==> src/rtl/irqgrp_pkg.sv <==
package irqgrp_pkg;

    localparam int PRIV_IRQS  = 32;
    localparam int PRIV_BYTES = PRIV_IRQS / 8;
    localparam int WIN_IDX_W  = 7;
    localparam int ID_W       = 10;

    // Decoded view of one access
    typedef struct packed {
        logic wr_ok;   // write that may update state
        logic rd_ok;   // read that returns stored bits
        logic err;     // first ID beyond the configured count
        logic priv;    // byte covers banked private IDs
    } acc_dec_t;

    function automatic logic groups_present(input int rev, input logic sec_ext);
        return (rev == 2) || sec_ext;
    endfunction

    function automatic logic [ID_W-1:0] first_id(input logic [WIN_IDX_W-1:0] idx);
        return {idx, 3'b000};
    endfunction

endpackage

==> src/rtl/irqgrp_decode.sv <==
module irqgrp_decode
    import irqgrp_pkg::*;
#(
    parameter int   N_IRQ   = 64,
    parameter int   REV     = 2,
    parameter logic SEC_EXT = 1'b1
) (
    input  logic                 en,
    input  logic                 wr,
    input  logic                 sec,
    input  logic [WIN_IDX_W-1:0] idx,
    output acc_dec_t             dec
);
    localparam logic GROUPED = groups_present(REV, SEC_EXT);

    logic live;
    logic beyond;

    always_comb begin
        // Suppression checks come before the range check
        live   = en && GROUPED && !(SEC_EXT && !sec);
        beyond = first_id(idx) >= ID_W'(N_IRQ);
        dec.err   = live && beyond;
        dec.wr_ok = live && !beyond && wr;
        dec.rd_ok = live && !beyond && !wr;
        dec.priv  = idx < WIN_IDX_W'(PRIV_BYTES);
    end
endmodule

==> src/rtl/irqgrp_priv_bank.sv <==
module irqgrp_priv_bank
    import irqgrp_pkg::*;
#(
    parameter int N_CPU = 2,
    parameter int CPU_W = 1
) (
    input  logic                     clk,
    input  logic                     rst,
    input  logic                     we,
    input  logic [CPU_W-1:0]         cpu,
    input  logic [1:0]               lane,
    input  logic [7:0]               wdata,
    output logic [N_CPU*PRIV_IRQS-1:0] bits
);
    for (genvar c = 0; c < N_CPU; c++) begin : g_cpu
        for (genvar l = 0; l < PRIV_BYTES; l++) begin : g_lane
            logic [7:0] byte_q;
            always_ff @(posedge clk) begin
                if (rst)
                    byte_q <= '0;
                else if (we && cpu == CPU_W'(c) && lane == 2'(l))
                    byte_q <= wdata;
            end
            assign bits[c*PRIV_IRQS + l*8 +: 8] = byte_q;
        end
    end
endmodule

==> src/rtl/irqgrp_shared_bank.sv <==
module irqgrp_shared_bank
    import irqgrp_pkg::*;
#(
    parameter int N_SHR = 32
) (
    input  logic                 clk,
    input  logic                 rst,
    input  logic                 we,
    input  logic [WIN_IDX_W-1:0] idx,
    input  logic [7:0]           wdata,
    output logic [N_SHR-1:0]     bits
);
    localparam int SHR_BYTES = N_SHR / 8;

    for (genvar b = 0; b < SHR_BYTES; b++) begin : g_byte
        logic [7:0] byte_q;
        always_ff @(posedge clk) begin
            if (rst)
                byte_q <= '0;
            else if (we && idx == WIN_IDX_W'(PRIV_BYTES + b))
                byte_q <= wdata;
        end
        assign bits[b*8 +: 8] = byte_q;
    end
endmodule

==> src/rtl/irq_group_bank.sv <==
module irq_group_bank
    import irqgrp_pkg::*;
#(
    parameter int   N_CPU   = 2,
    parameter int   N_IRQ   = 64,
    parameter int   REV     = 2,
    parameter logic SEC_EXT = 1'b1,
    localparam int  CPU_W   = (N_CPU > 1) ? $clog2(N_CPU) : 1
) (
    input  logic                   clk,
    input  logic                   rst,
    input  logic                   acc_en,
    input  logic                   acc_wr,
    input  logic                   acc_sec,
    input  logic [CPU_W-1:0]       acc_cpu,
    input  logic [6:0]             acc_idx,
    input  logic [7:0]             acc_wdata,
    output logic [7:0]             acc_rdata,
    output logic                   acc_err,
    output logic [N_CPU*N_IRQ-1:0] grp_o
);
    localparam int N_SHR     = N_IRQ - PRIV_IRQS;
    localparam int SHR_BYTES = N_SHR / 8;

    acc_dec_t                     dec;
    logic [N_CPU*PRIV_IRQS-1:0]   priv_bits;

    irqgrp_decode #(.N_IRQ(N_IRQ), .REV(REV), .SEC_EXT(SEC_EXT)) u_dec (
        .en(acc_en), .wr(acc_wr), .sec(acc_sec), .idx(acc_idx), .dec(dec)
    );

    irqgrp_priv_bank #(.N_CPU(N_CPU), .CPU_W(CPU_W)) u_priv (
        .clk(clk), .rst(rst), .we(dec.wr_ok && dec.priv), .cpu(acc_cpu),
        .lane(acc_idx[1:0]), .wdata(acc_wdata), .bits(priv_bits)
    );

    if (N_SHR > 0) begin : g_shr
        logic [N_SHR-1:0] shr_bits;

        irqgrp_shared_bank #(.N_SHR(N_SHR)) u_shr (
            .clk(clk), .rst(rst), .we(dec.wr_ok && !dec.priv), .idx(acc_idx),
            .wdata(acc_wdata), .bits(shr_bits)
        );

        for (genvar c = 0; c < N_CPU; c++) begin : g_out
            assign grp_o[c*N_IRQ + PRIV_IRQS +: N_SHR] = shr_bits;
        end

        always_comb begin
            acc_rdata = '0;
            if (dec.rd_ok) begin
                if (dec.priv) begin
                    for (int c = 0; c < N_CPU; c++)
                        if (acc_cpu == CPU_W'(c))
                            acc_rdata = priv_bits[c*PRIV_IRQS + {acc_idx[1:0], 3'b000} +: 8];
                end else begin
                    for (int b = 0; b < SHR_BYTES; b++)
                        if (acc_idx == 7'(PRIV_BYTES + b))
                            acc_rdata = shr_bits[b*8 +: 8];
                end
            end
        end
    end else begin : g_noshr
        always_comb begin
            acc_rdata = '0;
            if (dec.rd_ok)
                for (int c = 0; c < N_CPU; c++)
                    if (acc_cpu == CPU_W'(c))
                        acc_rdata = priv_bits[c*PRIV_IRQS + {acc_idx[1:0], 3'b000} +: 8];
        end
    end

    for (genvar c = 0; c < N_CPU; c++) begin : g_priv_out
        assign grp_o[c*N_IRQ +: PRIV_IRQS] = priv_bits[c*PRIV_IRQS +: PRIV_IRQS];
    end

    assign acc_err = dec.err;
endmodule

==> config.mk <==
export PLATFORM = sky130hd
export DESIGN_NAME = irq_group_bank
export DESIGN_NICKNAME = d
export VERILOG_FILES = /design/src/rtl/irqgrp_pkg.sv /design/src/rtl/irqgrp_decode.sv /design/src/rtl/irqgrp_priv_bank.sv /design/src/rtl/irqgrp_shared_bank.sv /design/src/rtl/irq_group_bank.sv
export SDC_FILE = /design/constraint.sdc
export NUM_CORES = 1
export LEC_CHECK = 0
export BUFFER_PORTS_ARGS = -buffer_cell sky130_fd_sc_hd__buf_2
export CAP_MARGIN = 20
export CORE_UTILIZATION = 40
export CTS_CLUSTER_SIZE = 25
export DETAILED_ROUTE_END_ITERATION = 10
export PLACE_DENSITY = 0.66
export SYNTH_ARGS = -nofsm -noshare
export SYNTH_HDL_FRONTEND = slang
export SYNTH_SLANG_ARGS = --single-unit
==> constraint.sdc <==
create_clock -name clk -period 4.2 [get_ports clk]
set_input_delay 0.63 -clock clk [delete_from_list [all_inputs] [get_ports clk]]
set_output_delay 0.63 -clock clk [all_outputs]
set_load 0.01 [all_outputs]
# After elaboration in Yosys (flattened, before gate mapping)
# Cells that the tools add are included.
# classes
addsub	1
shifts	2
muxes	7
n_reduce_logical	25
n_bitwise	1
magnitude_cmp	2
n_eq_ne	7
# op_table
op	n
64-bit by 6-bit variable part select with 8-bit output	1
64-bit by 8-bit variable part select with 8-bit output	1
8-bit 2-to-1 mux	7
7-bit by 3-bit equality test with 1-bit output, second input constant	4
1-bit logical AND	21
10-bit by 7-bit greater-or-equal comparator with 1-bit output, second input constant	1
6-bit by 5-bit adder with 7-bit output, first input constant	1
7-bit by 3-bit < comparator with 1-bit output, second input constant	1
2-bit equality test, second input constant	2
1-bit logical NOT	3
2-bit by 1-bit equality test with 1-bit output, second input constant	1
2-bit logical NOT	1
1-bit NOT	1
# totals
elab_cells	57
out_inout_bits	137
register_bits	96
in_bits	21

# Longest topological paths before layout
# logic_depth
ltp_word	7
ltp_mapped	6
depth_no_buf	3

# Modules after synthesis
# From an unflattened synthesis, not the netlist that was laid out.
# unflattened
cells_unflattened	481
area_unflattened_um2	5111.2
# modules_own_cells
mod	n_inst	seq_area_each_um2	cells_per_inst	area_per_inst_um2
irqgrp_priv_bank	1	1281.2	235	2586.2
irqgrp_shared_bank	1	640.6	117	1318.8
irq_group_bank	1	0.0	122	1162.4
irqgrp_decode	1	0.0	7	43.8

# Least setup slack after synthesis
# No wires, ideal clock.
# synth_path
kind	input to output
from	in acc_idx[2]
to	out acc_rdata[4]
path_stages	6
arrival_ns	1.778
path_buffers	3
t_required_ns	3.570
setup_slack_ns	1.792
path_cell_list	buf_2 -> and3_1 -> clkbuf_1 -> buf_4 -> nand3_1 -> a211oi_1
# synth_via
elab_chain_len	7
word_cells_on_any_way	15
cone_classes	order compare: 2; eq/ne: 4; mux: 6; reduce/logical: 3
# synth_lines
item	line_no	source
start: declaration	irq_group_bank.sv:16	input logic [6:0] acc_idx,
7-bit by 3-bit equality test with 1-bit output	irq_group_bank.sv:58	if (acc_idx == 7'(PRIV_BYTES + b))
8-bit 2-to-1 mux (4 in a row)	irq_group_bank.sv:58	
8-bit 2-to-1 mux	irq_group_bank.sv:52	if (dec.priv) begin
8-bit 2-to-1 mux *	irq_group_bank.sv:51	if (dec.rd_ok) begin
end: declaration	irq_group_bank.sv:18	output logic [7:0] acc_rdata,
# Mark *: on every way between the ends. The rest lies on a longest branch, timed or not.

# Final worst setup path
# layout_path
from	in acc_idx[1]
to	out acc_rdata[7]
# layout_via
elab_chain_len	7
word_cells_on_any_way	19
cone_classes	add/sub: 1; order compare: 2; eq/ne: 4; shift: 2; mux: 7; reduce/logical: 3
# layout_lines
item	line_no
parallel branches: the longest is 6 deep, another holds 6-bit by 5-bit adder with 7-bit output	n/a
8-bit 2-to-1 mux *	irq_group_bank.sv:51
# Every way passes the cells marked *.

==> results.ini <==
[detailed_routing]
routedWlPerCell_um = 19.1
num_vias = 4067
remaining_drc_errors = 0
first_iter_violations = 300
routed_wl_um = 14300
ant_nets = 0
drt_first_pass_iters = 5
routed_via_density = 5.42

[grt]
grt_antenna_before_repair = 0
grt_first_pass_wirelength_um = 21400
track_usage = 0.218
grt_max_degree = 57
grt_overflow = 0
first_global_vias = 3727

[clock_network]
cts.hold.buffers_added = 0
cts.path.max_buffers = 2
cts_tree = yes
cts_sinks = 96
cts_buffers = 9
post_cts_buffers = 0
worstSkewPairLatency_ps = 350
post_cts_resize_count = 0
root_buffer = clkbuf_16
clk_pin_slew_ps = 80
h-tree-depth = 3

[synth]
syn-mean-instance-area_sq_um = 10.9
ys_ff_latch = 96
synthTopCellsByCount = 99 x mux2i_1, 98 x nand2b_1, 96 x dfxtp_1, 38 x buf_4, 23 x clkbuf_1
synth-main-ff-cell = dfxtp_1
syn-instance-count = 473
synth_most_common_cell = mux2i_1
synthDistinctLibCells = 37
yosysTopAreaCellShare = 0.374
synth_area_leaders = dfxtp_1 37%, mux2i_1 19%, nand2b_1 12%, mux4_2 6.6%, buf_4 5.6%
synth_fp_nets = 494
synth_top_area_cell = dfxtp_1
synth-edff-count = 0
yosysWarnings = 0
async_flop_share = 0
seq_area_frac_synth = 0.374
netlist_area_sq_um = 5140

[sta]
post-route-period-util = 0.745
finalHoldViolCount = 0
worst_pin_slew_ps = 924
drv_slew = 0
relSlewSlack = 0.384
tns_ps = 0
setup_viol = 0
rsz0062_at_grt = false
period_minus_slack_ps = 3130
finClkSkew_ps = 0
fmax_mhz = 320

[placement]
portBuffers = 157
dp.cells = 735
globalplace.congestion = 0.810
dp_hpwl_um = 10400

[job]
maxCapViolations = 0

[floorplan]
placementRows = 41
fp.dieW_um = 115
coreArea_sq_um = 12600
floorplan.initialDensity = 0.409
dieArea_sq_um = 13300
fp.dieH_um = 115
io_pins = 158

[critical_path]
startpoint_type = input pin
path_max_fanout = 21
reg2reg_depth = 2
path_class = input pin to output port
end_kind = output port
required_ps = 3570
crit_arrival_ps = 2500

[power_and_ir_drop]
p_int_w = 0.00149
p_leak_nw = 3.15
combPwrFrac = 0.066
power_frac_clock = 0.470
peakVddDrop_uv = 223
p_switching_w = 0.000473
seqPwrFrac = 0.464
powerDensity_nw_per_um2 = 326
switching_share = 0.241

[cells_and_area]
final_nets = 595
syn_to_final_growth_pct = 17.4
layout-drive-gt1-share = 0.382
diodes = 0
fin_cells = 751

[hold_path]
hp-class = flip-flop to flip-flop
holdPathStages = 2

[outcome]
outcome = complete, no violations

power groups by stage:
| stage | logic (W) | registers [W] | clock network (W) |
|---|---|---|---|
| final | 0.000130 | 0.000910 | 0.000923 |
| after global placement | 0.000127 | 0.000932 | 0 |
| after global routing | 0.000138 | 0.000910 | 0.000970 |
| after detailed placement | 0.000129 | 0.000932 | 0 |
| after floorplan | 0.0000989 | 0.000932 | 0 |
| after CTS | 0.000129 | 0.000910 | 0.000932 |
per-stage QoR:
stage          power (W)  instance area, sq um  hold WS, ps   util  setup WS (ps)
3_5_place_dp     0.00106                  5700          483  0.453           1050
4_1_cts          0.00197                  6030          497  0.480           1030
3_3_place_gp     0.00106                  5700          474  0.453           1050
2_1_floorplan    0.00103                  5140          502      -           1790
5_1_grt          0.00202                  6030          515  0.480            928
6_report         0.00196                  6030          494  0.480           1070
per-layer routing:
| layer | vias up | global-route usage | part of all wire |
|---|---|---|---|
| met3 | 26 | 0.0374 | 0.064 |
| met4 | 0 | 0.0753 | 0.016 |
| met2 | 192 | 0.336 | 0.45 |
| met1 | 1996 | 0.306 | 0.47 |
| met5 | - | 0 | 0 |
| li1 | 1853 | - | - |
kinds of logic after synthesis:
kind of cell | synth area share
DFF | 0.374
muxes | 0.259
AOI/OAI and AO/OA | 0.0597
buffers and inverters | 0.0994
and+or+nand+nor | 0.208
cell type report:
class / instances / area [sq um]
well taps: 172 / 215
multi-input cells: 297 / 2710
inverters: 7 / 26.3
clock inverters: 7 / 106
clock buffers: 9 / 225
flip-flops and latches: 96 / 1920
fillers: 1189 / 6540
repair buffers: 163 / 831
placed cells by master, fill, tap and decap left out, types with 2 or more instances in the layout:
master,instances
nand2b_1,98
o221a_2,7
mux2i_1,99
inv_1,7
dfxtp_1,96
clkbuf_16,9
mux4_2,15
a211oi_1,6
nand4_1,9
buf_2,157
nor2b_1,2
nand4_4,8
o22ai_1,7
and4_1,2
bufinv_16,2
nand4_2,3
inv_6,3
a21oi_1,8
o31ai_1,9
and3_1,3
nand3_1,8
buf_4,6
critical path: stages:
cell and delay [ps]:
buf_2 560, and3_1 600, nand3_1 160, a211oi_1 330
buf_2 200
flip-flops by register name, summed over array words and instances, names as in the netlist:
register	cells
g_shr.u_shr.g_byte.byte_q	32
u_priv.g_cpu.g_lane.byte_q	64
final timing paths:
check / start / to / slack, ps
worst min-delay path: u_priv.g_cpu[1].g_lane[1].byte_q[4]$_SDFFE_PP0P_ / u_priv.g_cpu[1].g_lane[1].byte_q[4]$_SDFFE_PP0P_ / 490
worst max register to register: g_shr.u_shr.g_byte[3].byte_q[0]$_SDFFE_PP0P_ / g_shr.u_shr.g_byte[3].byte_q[0]$_SDFFE_PP0P_ / 3450
worst max-delay path: acc_idx[1] / acc_rdata[7] / 1070
worst min register to register: u_priv.g_cpu[1].g_lane[1].byte_q[4]$_SDFFE_PP0P_ / u_priv.g_cpu[1].g_lane[1].byte_q[4]$_SDFFE_PP0P_ / 490
Note: power is estimated with default switching activity, not from simulation.
